**src/rtl/ss_fault_pkg.sv**
```systemverilog
// Shared types and helpers for the soft-start and fault supervisor.
// Assumes a four-stage current limit ramp encoded in two bits.
package ss_fault_pkg;
    localparam int ILIM_LEVELS = 4;
    typedef logic [1:0] ilim_code_t;
    localparam ilim_code_t ILIM_FULL = 2'd3;

    // Larger of two integers, for parameter derivation.
    function automatic int max2(input int a, input int b);
        return (a > b) ? a : b;
    endfunction
endpackage

```
**src/rtl/ss_ramp.sv**
```systemverilog
// Soft-start ramp: counts switching pulses while running and derives the
// current limit stage, the done flag and the under-voltage blanking window.
// Assumes sw_tick is a single-clock pulse; the count saturates.
module ss_ramp
    import ss_fault_pkg::*;
#(
    parameter int STEP_TICKS     = 128,
    parameter int UV_BLANK_TICKS = 512
) (
    input  logic       clk,
    input  logic       rst_n,
    input  logic       run,
    input  logic       sw_tick,
    output ilim_code_t ilim_step,
    output logic       done,
    output logic       uv_blank
);
    localparam int SS_TICKS = STEP_TICKS * ILIM_LEVELS;
    localparam int CNT_MAX  = max2(SS_TICKS, UV_BLANK_TICKS);
    localparam int CW       = $clog2(CNT_MAX + 1);
    localparam logic [CW-1:0] STEP_W  = CW'(STEP_TICKS);
    localparam logic [CW-1:0] SS_W    = CW'(SS_TICKS);
    localparam logic [CW-1:0] BLANK_W = CW'(UV_BLANK_TICKS);
    localparam logic [CW-1:0] MAX_W   = CW'(CNT_MAX);

    logic [CW-1:0] cnt;

    // Count switching pulses while running, restart when stopped.
    always_ff @(posedge clk) begin
        if (!rst_n || !run) begin
            cnt <= '0;
        end else if (sw_tick && cnt != MAX_W) begin
            cnt <= cnt + 1'b1;
        end
    end

    // Decode stage, completion and blanking from the count.
    always_comb begin
        done     = (cnt >= SS_W);
        uv_blank = (cnt < BLANK_W);
        if (done) begin
            ilim_step = ILIM_FULL;
        end else begin
            ilim_step = ilim_code_t'(cnt / STEP_W);
        end
    end
endmodule

```
**src/rtl/vsel_mask.sv**
```systemverilog
// Voltage-select change mask: holds both fault checks off from the cycle a
// new code appears until MASK_TICKS switching pulses have followed it.
// Assumes the code held during reset is the starting code (no mask then).
module vsel_mask #(
    parameter int VSEL_W     = 3,
    parameter int MASK_TICKS = 32
) (
    input  logic              clk,
    input  logic              rst_n,
    input  logic              sw_tick,
    input  logic [VSEL_W-1:0] vsel,
    output logic              masked
);
    localparam int MW = $clog2(MASK_TICKS + 1);
    localparam logic [MW-1:0] MASK_W = MW'(MASK_TICKS);

    logic [VSEL_W-1:0] vsel_q;
    logic [MW-1:0]     mcnt;
    logic              changed;

    // Compare the live code against the previous one.
    always_comb changed = (vsel != vsel_q);

    // Track the code and run the mask countdown on switching pulses.
    always_ff @(posedge clk) begin
        if (!rst_n) begin
            vsel_q <= vsel;
            mcnt   <= '0;
        end else begin
            vsel_q <= vsel;
            if (changed) begin
                mcnt <= MASK_W;
            end else if (sw_tick && mcnt != '0) begin
                mcnt <= mcnt - 1'b1;
            end
        end
    end

    // Mask covers the change cycle and the countdown.
    always_comb masked = changed || (mcnt != '0);
endmodule

```
**src/rtl/fault_qual.sv**
```systemverilog
// Fault qualifier: reports a hit once a comparator flag has been high for
// QUAL_CYC consecutive armed clocks. Any gap or disarm restarts the count.
// Assumes QUAL_CYC >= 1.
module fault_qual #(
    parameter int QUAL_CYC = 5000
) (
    input  logic clk,
    input  logic rst_n,
    input  logic arm,
    input  logic cond,
    output logic hit
);
    localparam int QW = (QUAL_CYC > 1) ? $clog2(QUAL_CYC) : 1;
    localparam logic [QW-1:0] LAST = QW'(QUAL_CYC - 1);

    logic [QW-1:0] cnt;
    logic          live;

    // Condition counts only while armed.
    always_comb live = arm && cond;

    // Hit on the edge that completes the qualification run.
    always_comb hit = live && (cnt == LAST);

    // Count consecutive live clocks, holding at the last value.
    always_ff @(posedge clk) begin
        if (!rst_n || !live) begin
            cnt <= '0;
        end else if (cnt != LAST) begin
            cnt <= cnt + 1'b1;
        end
    end
endmodule

```
**src/rtl/ss_fault_sup.sv**
```systemverilog
// Soft-start and output fault supervisor for a buck controller. It ramps the
// current limit, qualifies and latches output faults and drives the gate
// overrides. Assumes all inputs are synchronous to clk.
module ss_fault_sup
    import ss_fault_pkg::*;
#(
    parameter int VSEL_W         = 3,
    parameter int STEP_TICKS     = 128,
    parameter int UV_BLANK_TICKS = 512,
    parameter int MASK_TICKS     = 32,
    parameter int OV_QUAL_CYC    = 5000,
    parameter int UV_QUAL_CYC    = 625
) (
    input  logic              clk,
    input  logic              rst_n,
    input  logic              en,
    input  logic              por,
    input  logic              uvlo,
    input  logic              sw_tick,
    input  logic [VSEL_W-1:0] vsel,
    input  logic              ov_cmp,
    input  logic              uv_cmp,
    input  logic              phase_hi,
    output logic [1:0]        ilim_step,
    output logic              ss_done,
    output logic              gate_off_both,
    output logic              lo_force_on,
    output logic              ov_fault,
    output logic              uv_fault
);
    logic       run, clr;
    logic       uv_blank, masked;
    logic       arm_ov, arm_uv;
    logic       ov_hit, uv_hit;
    logic       ov_set, uv_set;
    ilim_code_t step_code;

    // Operating and clearing conditions.
    always_comb begin
        run = en && !por && !uvlo;
        clr = !en || por;
    end

    ss_ramp #(
        .STEP_TICKS    (STEP_TICKS),
        .UV_BLANK_TICKS(UV_BLANK_TICKS)
    ) ramp_i (
        .clk      (clk),
        .rst_n    (rst_n),
        .run      (run),
        .sw_tick  (sw_tick),
        .ilim_step(step_code),
        .done     (ss_done),
        .uv_blank (uv_blank)
    );

    vsel_mask #(
        .VSEL_W    (VSEL_W),
        .MASK_TICKS(MASK_TICKS)
    ) mask_i (
        .clk    (clk),
        .rst_n  (rst_n),
        .sw_tick(sw_tick),
        .vsel   (vsel),
        .masked (masked)
    );

    // Arm the qualifiers only when running and unmasked.
    always_comb begin
        arm_ov = run && !masked;
        arm_uv = run && !masked && !uv_blank;
    end

    fault_qual #(.QUAL_CYC(OV_QUAL_CYC)) ovq_i (
        .clk  (clk),
        .rst_n(rst_n),
        .arm  (arm_ov),
        .cond (ov_cmp),
        .hit  (ov_hit)
    );

    fault_qual #(.QUAL_CYC(UV_QUAL_CYC)) uvq_i (
        .clk  (clk),
        .rst_n(rst_n),
        .arm  (arm_uv),
        .cond (uv_cmp),
        .hit  (uv_hit)
    );

    // Priority: over-voltage wins a tie, and a latched fault blocks the other.
    always_comb begin
        ov_set = ov_hit && !uv_fault;
        uv_set = uv_hit && !ov_hit && !ov_fault;
    end

    // Fault latches, cleared only by power-on reset or disable.
    always_ff @(posedge clk) begin
        if (!rst_n || clr) begin
            ov_fault <= 1'b0;
            uv_fault <= 1'b0;
        end else begin
            ov_fault <= ov_fault || ov_set;
            uv_fault <= uv_fault || uv_set;
        end
    end

    // Gate overrides and the current limit stage.
    always_comb begin
        ilim_step     = step_code;
        lo_force_on   = run && (ov_fault || (uv_fault && phase_hi));
        gate_off_both = !run || (uv_fault && !phase_hi && !ov_fault);
    end
endmodule

```
**config.mk**
```make
export PLATFORM = sky130hd
export DESIGN_NAME = ss_fault_sup
export DESIGN_NICKNAME = d
export VERILOG_FILES = /design/src/rtl/ss_fault_pkg.sv /design/src/rtl/ss_ramp.sv /design/src/rtl/vsel_mask.sv /design/src/rtl/fault_qual.sv /design/src/rtl/ss_fault_sup.sv
export SDC_FILE = /design/constraint.sdc
export NUM_CORES = 1
export LEC_CHECK = 0
export CORE_ASPECT_RATIO = 0.75
export CORE_UTILIZATION = 50
export DETAILED_ROUTE_END_ITERATION = 10
export DONT_BUFFER_PORTS = 1
export GPL_TIMING_DRIVEN = 0
export PLACE_DENSITY_LB_ADDON = 0.15
export SLEW_MARGIN = 30
export SYNTH_ARGS = -nofsm -noshare
export SYNTH_HDL_FRONTEND = slang
export SYNTH_SLANG_ARGS = --single-unit
```
**constraint.sdc**
```tcl
create_clock -name clk -period 4.3 [get_ports clk]
set_clock_uncertainty 0.1 [all_clocks]
set_input_delay 0.43 -clock clk [delete_from_list [all_inputs] [get_ports clk]]
set_output_delay 0.43 -clock clk [all_outputs]
set_load 0.02 [all_outputs]
```
## Word-level counts from Yosys, hierarchy flattened

Cells that the tools add are included.

| storage, ports and cells | value |
|---|---|
| bits in registers | 44 |
| output and inout port bits | 7 |
| logic and storage cells | 67 |

| operators by class | value |
|---|---|
| add/subtract/negate cells | 4 |
| order comparisons | 2 |
| equal/unequal tests | 6 |
| muxes and demuxes | 3 |
| bitwise logic cells | 1 |
| reductions and logical operators | 43 |

Operator list:

| kind | number |
|---|---|
| adder 10 x 1 -> 10 bit (second input constant) | 2 |
| inequality test 10 bit (second input constant) | 2 |
| logical AND 1 bit | 17 |
| adder 13 x 1 -> 13 bit (second input constant) | 1 |
| == test 13 bit (second input constant) | 1 |
| logical NOT 1 bit | 13 |
| inequality test 13 bit (second input constant) | 1 |
| 2-to-1 mux 6 bit | 2 |
| == test 10 bit (second input constant) | 1 |
| greater-or-equal comparator 10 bit (second input constant) | 1 |
| logical OR 1 bit | 10 |
| less-than comparator 10 bit (second input constant) | 1 |
| nonzero test 6 bit | 1 |
| subtractor 6 x 1 -> 6 bit (second input constant) | 1 |
| inequality test 3 bit | 1 |
| 2-to-1 mux 2 bit | 1 |
| nonzero test 2 bit | 1 |
| OR reduction 2 bit | 1 |
| inverter 1 bit | 1 |

## Longest topological paths before layout

| logic depth | value |
|---|---|
| word-level depth | 10 |
| mapped depth | 7 |

## Cells and area by module

A second synthesis with hierarchy kept.

| second synthesis, totals | value |
|---|---|
| cell total of the unflattened synthesis | 266 |
| area total of the unflattened synthesis | 2284.7 sq um |

By module, submodules not included:

| module | times used | cells each | area each (sq um) | seq. area each (sq um) |
|---|---|---|---|---|
| fault_qual at ovq_i | 1 | 74 | 629.4 | 260.2 |
| ss_ramp | 1 | 69 | 575.6 | 200.2 |
| fault_qual at uvq_i | 1 | 58 | 511.7 | 200.2 |
| vsel_mask | 1 | 48 | 439.2 | 180.2 |
| ss_fault_sup | 1 | 17 | 128.9 | 40.0 |

## Worst setup path before layout

OpenSTA, ideal clock, no wires.

| timing | value |
|---|---|
| path kind | in2out |
| start point | in por |
| end point | out lo_force_on |
| data arrival time | 1.192 ns |
| data required time | 3.770 ns |
| slack | 2.578 ns |
| cell stages on the path | 2 |
| cells stage by stage | or3b_1 nor2_1 |

| on the way | value |
|---|---|
| longest elaborated chain between the ends | 4 |

RTL lines:

| element | line | RTL |
|---|---|---|
| start, declared | ss_fault_sup.sv:17 | `input logic por,` |
| logical NOT 1 bit | ss_fault_sup.sv:40 | `run = en && !por && !uvlo;` |
| logical AND 1 bit (2 in a row) | ss_fault_sup.sv:40 |  |
| logical AND 1 bit | ss_fault_sup.sv:110 | `lo_force_on = run && (ov_fault \|\| (uv_fault && phase_hi));` |
| end, declared | ss_fault_sup.sv:27 | `output logic lo_force_on,` |

Every way passes these cells.

## Worst setup path after layout

| timing | value |
|---|---|
| start point | reg uv_fault |
| end point | out lo_force_on |

| on the way | value |
|---|---|
| longest elaborated chain between the ends | 3 |

RTL lines:

| element | line | RTL |
|---|---|---|
| start, declared | ss_fault_sup.sv:29 | `output logic uv_fault` |
| start signal, assigned | ss_fault_sup.sv:103 | `uv_fault <= uv_fault \|\| uv_set;` |
| logical AND 1 bit | ss_fault_sup.sv:110 |  |
| logical OR 1 bit | ss_fault_sup.sv:110 |  |
| logical AND 1 bit | ss_fault_sup.sv:110 |  |

Every way passes these cells.

==> summary.txt <==
Route
  – Post-DR vias/cell: 5.10
  – Routed wire per std cell: 12.2 microns
  – DRT iter0 DRCs: a little under 90
  – DRC violation count after routing: 0
  – Total detailed-routing wirelength: around 3.6 mm
  – Vias after detailed routing: 1526
  – Drt pass-1 iters: 4
  – Count of nets left with antenna violations after detail routing: 0

Run status
  – Status: finished clean

Synth
  – Total of warnings raised by yosys: 0
  – Part of the Yosys area used for sequential elements: 42.0%
  – Syn Inst Count: between 200 and 250
  – Post-synthesis area per instance: 8.77 sq um
  – #FFs+latches synth: 44
  – Share of the synthesized area in the top cell type: between 40% and 50%
  – Largest area contributor in the synthesized netlist: sky130_fd_sc_hd__dfxtp_1
  – Post-synthesis net count: 258
  – Yosys cell types: 40
  – Synth Cell Area: 2100 sq um
  – Top area cells in the synthesized netlist: sky130_fd_sc_hd__dfxtp_1, sky130_fd_sc_hd__nor2_1, sky130_fd_sc_hd__xnor2_1

Clock network
  – Clock Tree Root: sky130_fd_sc_hd__clkbuf_8
  – Clock insertion delay at the later pin of the skew report: 0.29 ns
  – Longest Clk Path Bufs: 2
  – Number of setup buffers added after CTS: 0
  – Clock transition time at the flip-flop clock pins of the worst setup and hold paths: around 0.080 ns
  – CTS Hold Bufs: 0
  – Number of gates given a new drive strength after cts: 0
  – Clock tree from TritonCTS: done
  – Clk sink count: 44
  – H-tree depth: 2
  – Inserted Clock Buffers: 5

Global route
  – Total congestion overflow after global routing: 0
  – Largest net degree at the start of global routing: 14
  – Vias in the first global route: 1373
  – Global-route wire length before repair: 6.27 mm
  – GRT Overall Usage: between 10% and 20%
  – Number of antenna violations at the first check in global routing: 0

Final layout
  – Fill cell count: 362
  – Final cell area excluding filler cells: 2250 sq um
  – Final core utilization: between 50% and 60%
  – Area taken by flip-flops and latches: 881 sq um
  – Antenna Diode Count: 0
  – Fin nets: 265
  – Number of standard cells in the final layout excluding fillers: 299
  – Area of combinational cells with multiple inputs: 1150 sq um
  – Area overhead of the layout relative to synthesis: 7.52%
  – Share of post-route cells with drive strength above 1: under 10%

Run
  – Maxcap violations: 0

Pwr
  – Leakage power: about 0.77 nW
  – Switching share of power: around 22%
  – Power density over the cells: 312 nW/um^2
  – Sw power: 0.000153 W
  – Portion of total power attributed to combinational logic: around 4.0%
  – Portion of total power attributed to the clock network: 37.4%
  – IR drop worst, VDD: 0.000154 V
  – Sequential power share: 58.6%
  – P_int: 0.000550 W

Worst setup path
  – Cell type of the slowest stage on the worst timing path: sky130_fd_sc_hd__dfxtp_1
  – Critical-path cell list: a21oi_1 > nor2_1
  – Critical Path Sink Type: output port
  – Critical path launch point type: flip-flop
  – Max Fanout on Critical Path: 5
  – Crit path DAT: ~1.3 ns
  – Max incr delay on CP: roughly 0.56 ns
  – Critical path start-end classification: reg2out
  – Required @ worst endpoint: between 3 and 4 ns

Die
  – Horiz. Die Dim: 76.8 microns
  – Core region area: 3830 sq um
  – Standard-cell row count: 19
  – Area of the die: 4460 sq um
  – Initial standard-cell utilization of the core: 54.8%
  – Number of top-level pins: 19
  – Die span in y: 58.1 microns

Timing
  – Min setup slack post-route: 2.49 ns
  – Final Critical Period: approximately 1.8 ns
  – Unrepaired setup endpoints after global routing: no
  – Max-slew headroom at the worst pin: 61.3%
  – Max Freq: approximately 550 MHz
  – Total negative slack: 0 ns
  – Number of hold-slack violations in the final timing report: 0
  – Post-route fraction of the period consumed by the critical path: 42.1%
  – Setup-failing EPs final: 0
  – Worst-margin pin slew: 0.579 ns
  – Max-slew violations: 0

Placement
  – Detailed-placement wirelength estimate: 2.69 mm
  – Pre-CTS setup slack: 2.43 ns
  – Number of I/O port buffers: 0
  – Final Wtd Congestion: about 0.84
  – Placed Instances: 291
  – Area after detailed placement: around 2200 sq um

Hold path
  – Hold crit path type: in2reg
critical path, delay by kind of cell (launching register included):
kind            cells  cell delay, ns
simple gates        1            0.32
compound gates      1            0.11
flops               1            0.56
registers in the layout, indices dropped and copies added, names as in the netlist:
signal and count:
uv_fault 1, ramp_i.cnt 10, uvq_i.cnt 10, ovq_i.cnt 13, mask_i.vsel_q 3, ov_fault 1
mask_i.mcnt 6
area by class of cell:
class,count,share of cell area (%)
Buffer,4,0.777
Clock buffer,6,3.66
Clock inverter,2,0.444
Inverter,12,2.00
Multi-Input combinational cell,179,51.2
Sequential cell,44,39.1
Tap cell,52,2.89
synthesized netlist by cell type:
cell type / number
sky130_fd_sc_hd__nor2b_1: 1
sky130_fd_sc_hd__dfxtp_1: 44
sky130_fd_sc_hd__mux2i_1: 4
sky130_fd_sc_hd__nand2_1: 23
sky130_fd_sc_hd__nor4b_1: 1
sky130_fd_sc_hd__or2_2: 3
sky130_fd_sc_hd__or3_1: 8
sky130_fd_sc_hd__nor4b_2: 1
sky130_fd_sc_hd__inv_1: 12
sky130_fd_sc_hd__and3_1: 1
sky130_fd_sc_hd__o31ai_1: 1
sky130_fd_sc_hd__nor3_4: 1
sky130_fd_sc_hd__xor2_1: 13
sky130_fd_sc_hd__nand2b_1: 2
sky130_fd_sc_hd__o21ai_0: 5
sky130_fd_sc_hd__or3_4: 1
sky130_fd_sc_hd__buf_2: 2
sky130_fd_sc_hd__a211oi_1: 1
sky130_fd_sc_hd__a31oi_1: 1
sky130_fd_sc_hd__and4_1: 1
sky130_fd_sc_hd__nor3_1: 5
sky130_fd_sc_hd__nand4_1: 7
sky130_fd_sc_hd__nor3_2: 1
sky130_fd_sc_hd__nand4_2: 2
sky130_fd_sc_hd__clkbuf_1: 2
sky130_fd_sc_hd__xnor2_1: 16
sky130_fd_sc_hd__ha_1: 7
sky130_fd_sc_hd__or4_1: 1
sky130_fd_sc_hd__nor4_2: 1
sky130_fd_sc_hd__o41ai_4: 1
sky130_fd_sc_hd__or4_4: 1
sky130_fd_sc_hd__nor3b_1: 1
sky130_fd_sc_hd__or3b_1: 2
sky130_fd_sc_hd__nand3_1: 10
sky130_fd_sc_hd__nor2_1: 39
sky130_fd_sc_hd__a21oi_1: 8
sky130_fd_sc_hd__nor4_1: 4
sky130_fd_sc_hd__and2_1: 3
sky130_fd_sc_hd__a21o_1: 1
sky130_fd_sc_hd__or4b_1: 1
per-stage QoR:
step | total power (W) | hold slack [ns]
floorplan | 0.000445 | 0.344
global placement | 0.000449 | 0.358
detailed placement | 0.000450 | 0.358
CTS | 0.000711 | 0.0497
global route | 0.000735 | 0.0360
finish | 0.000704 | 0.0582
cell usage in the layout (no fill, tap or decap), drive strengths merged, types with 2 or more instances in the layout:
| cell type | netlist | routed |
|---|---|---|
| or2 | 3 | 3 |
| ha | 7 | 7 |
| xnor2 | 16 | 16 |
| nand4 | 9 | 9 |
| o21ai | 5 | 5 |
| nand2b | 2 | 2 |
| xor2 | 13 | 13 |
| clkbuf | 2 | 8 |
| and2 | 3 | 3 |
| or3 | 9 | 9 |
| mux2i | 4 | 4 |
| inv | 12 | 12 |
| nor4b | 2 | 2 |
| nand2 | 23 | 23 |
| or4 | 2 | 2 |
| dfxtp | 44 | 44 |
| a21oi | 8 | 8 |
| nand3 | 10 | 10 |
| or3b | 2 | 2 |
| buf | 2 | 2 |
| clkinv | 0 | 2 |
| nor4 | 5 | 5 |
| nor2 | 39 | 39 |
| nor3 | 7 | 7 |
power groups by stage:
stage	clock network (W)	registers, W	logic [W]
2_1_floorplan	0	0.000421	0.0000236
3_3_place_gp	0	0.000422	0.0000276
3_5_place_dp	0	0.000422	0.0000282
4_1_cts	0.000270	0.000412	0.0000283
5_1_grt	0.000291	0.000413	0.0000313
6_report	0.000263	0.000412	0.0000282
kinds of logic (layout without fill, tap and decap cells):
group                      after synthesis  in the layout  synth area share, %
buffers and inverters                   16             24                 2.98
adders and majority gates                7              7                 4.18
xor gates and xnor gates                29             29                 12.1
and+or+nand+nor                        121            121                 31.0
DFF                                     44             44                 42.0
muxes                                    4              4                 1.91
AOI/OAI and AO/OA                       18             18                 5.79
layer usage:
| layer | routed length (microns) | GRT usage, % | up-vias |
|---|---|---|---|
| met1 | 2000 | 25.4 | 670 |
| met4 | 22 | 4.12 | 0 |
| met2 | 1480 | 27.0 | 26 |
| met3 | 139 | 5.20 | 4 |
| met5 | 0 | 0 | - |
| li1 | - | - | 826 |
path summary, 6_finish.rpt:
check | slack [ns] | to | cells past startpoint | startpoint
max | 2.49 | lo_force_on | 2 | uv_fault
min | 0.06 | mask_i.vsel_q[0] | 0 | vsel[0]
max reg2reg | 2.53 | ov_fault | 5 | ovq_i.cnt[0]
min reg2reg | 0.38 | mask_i.mcnt[4] | 2 | mask_i.mcnt[4]
Note: power is estimated with default switching activity, not from simulation.
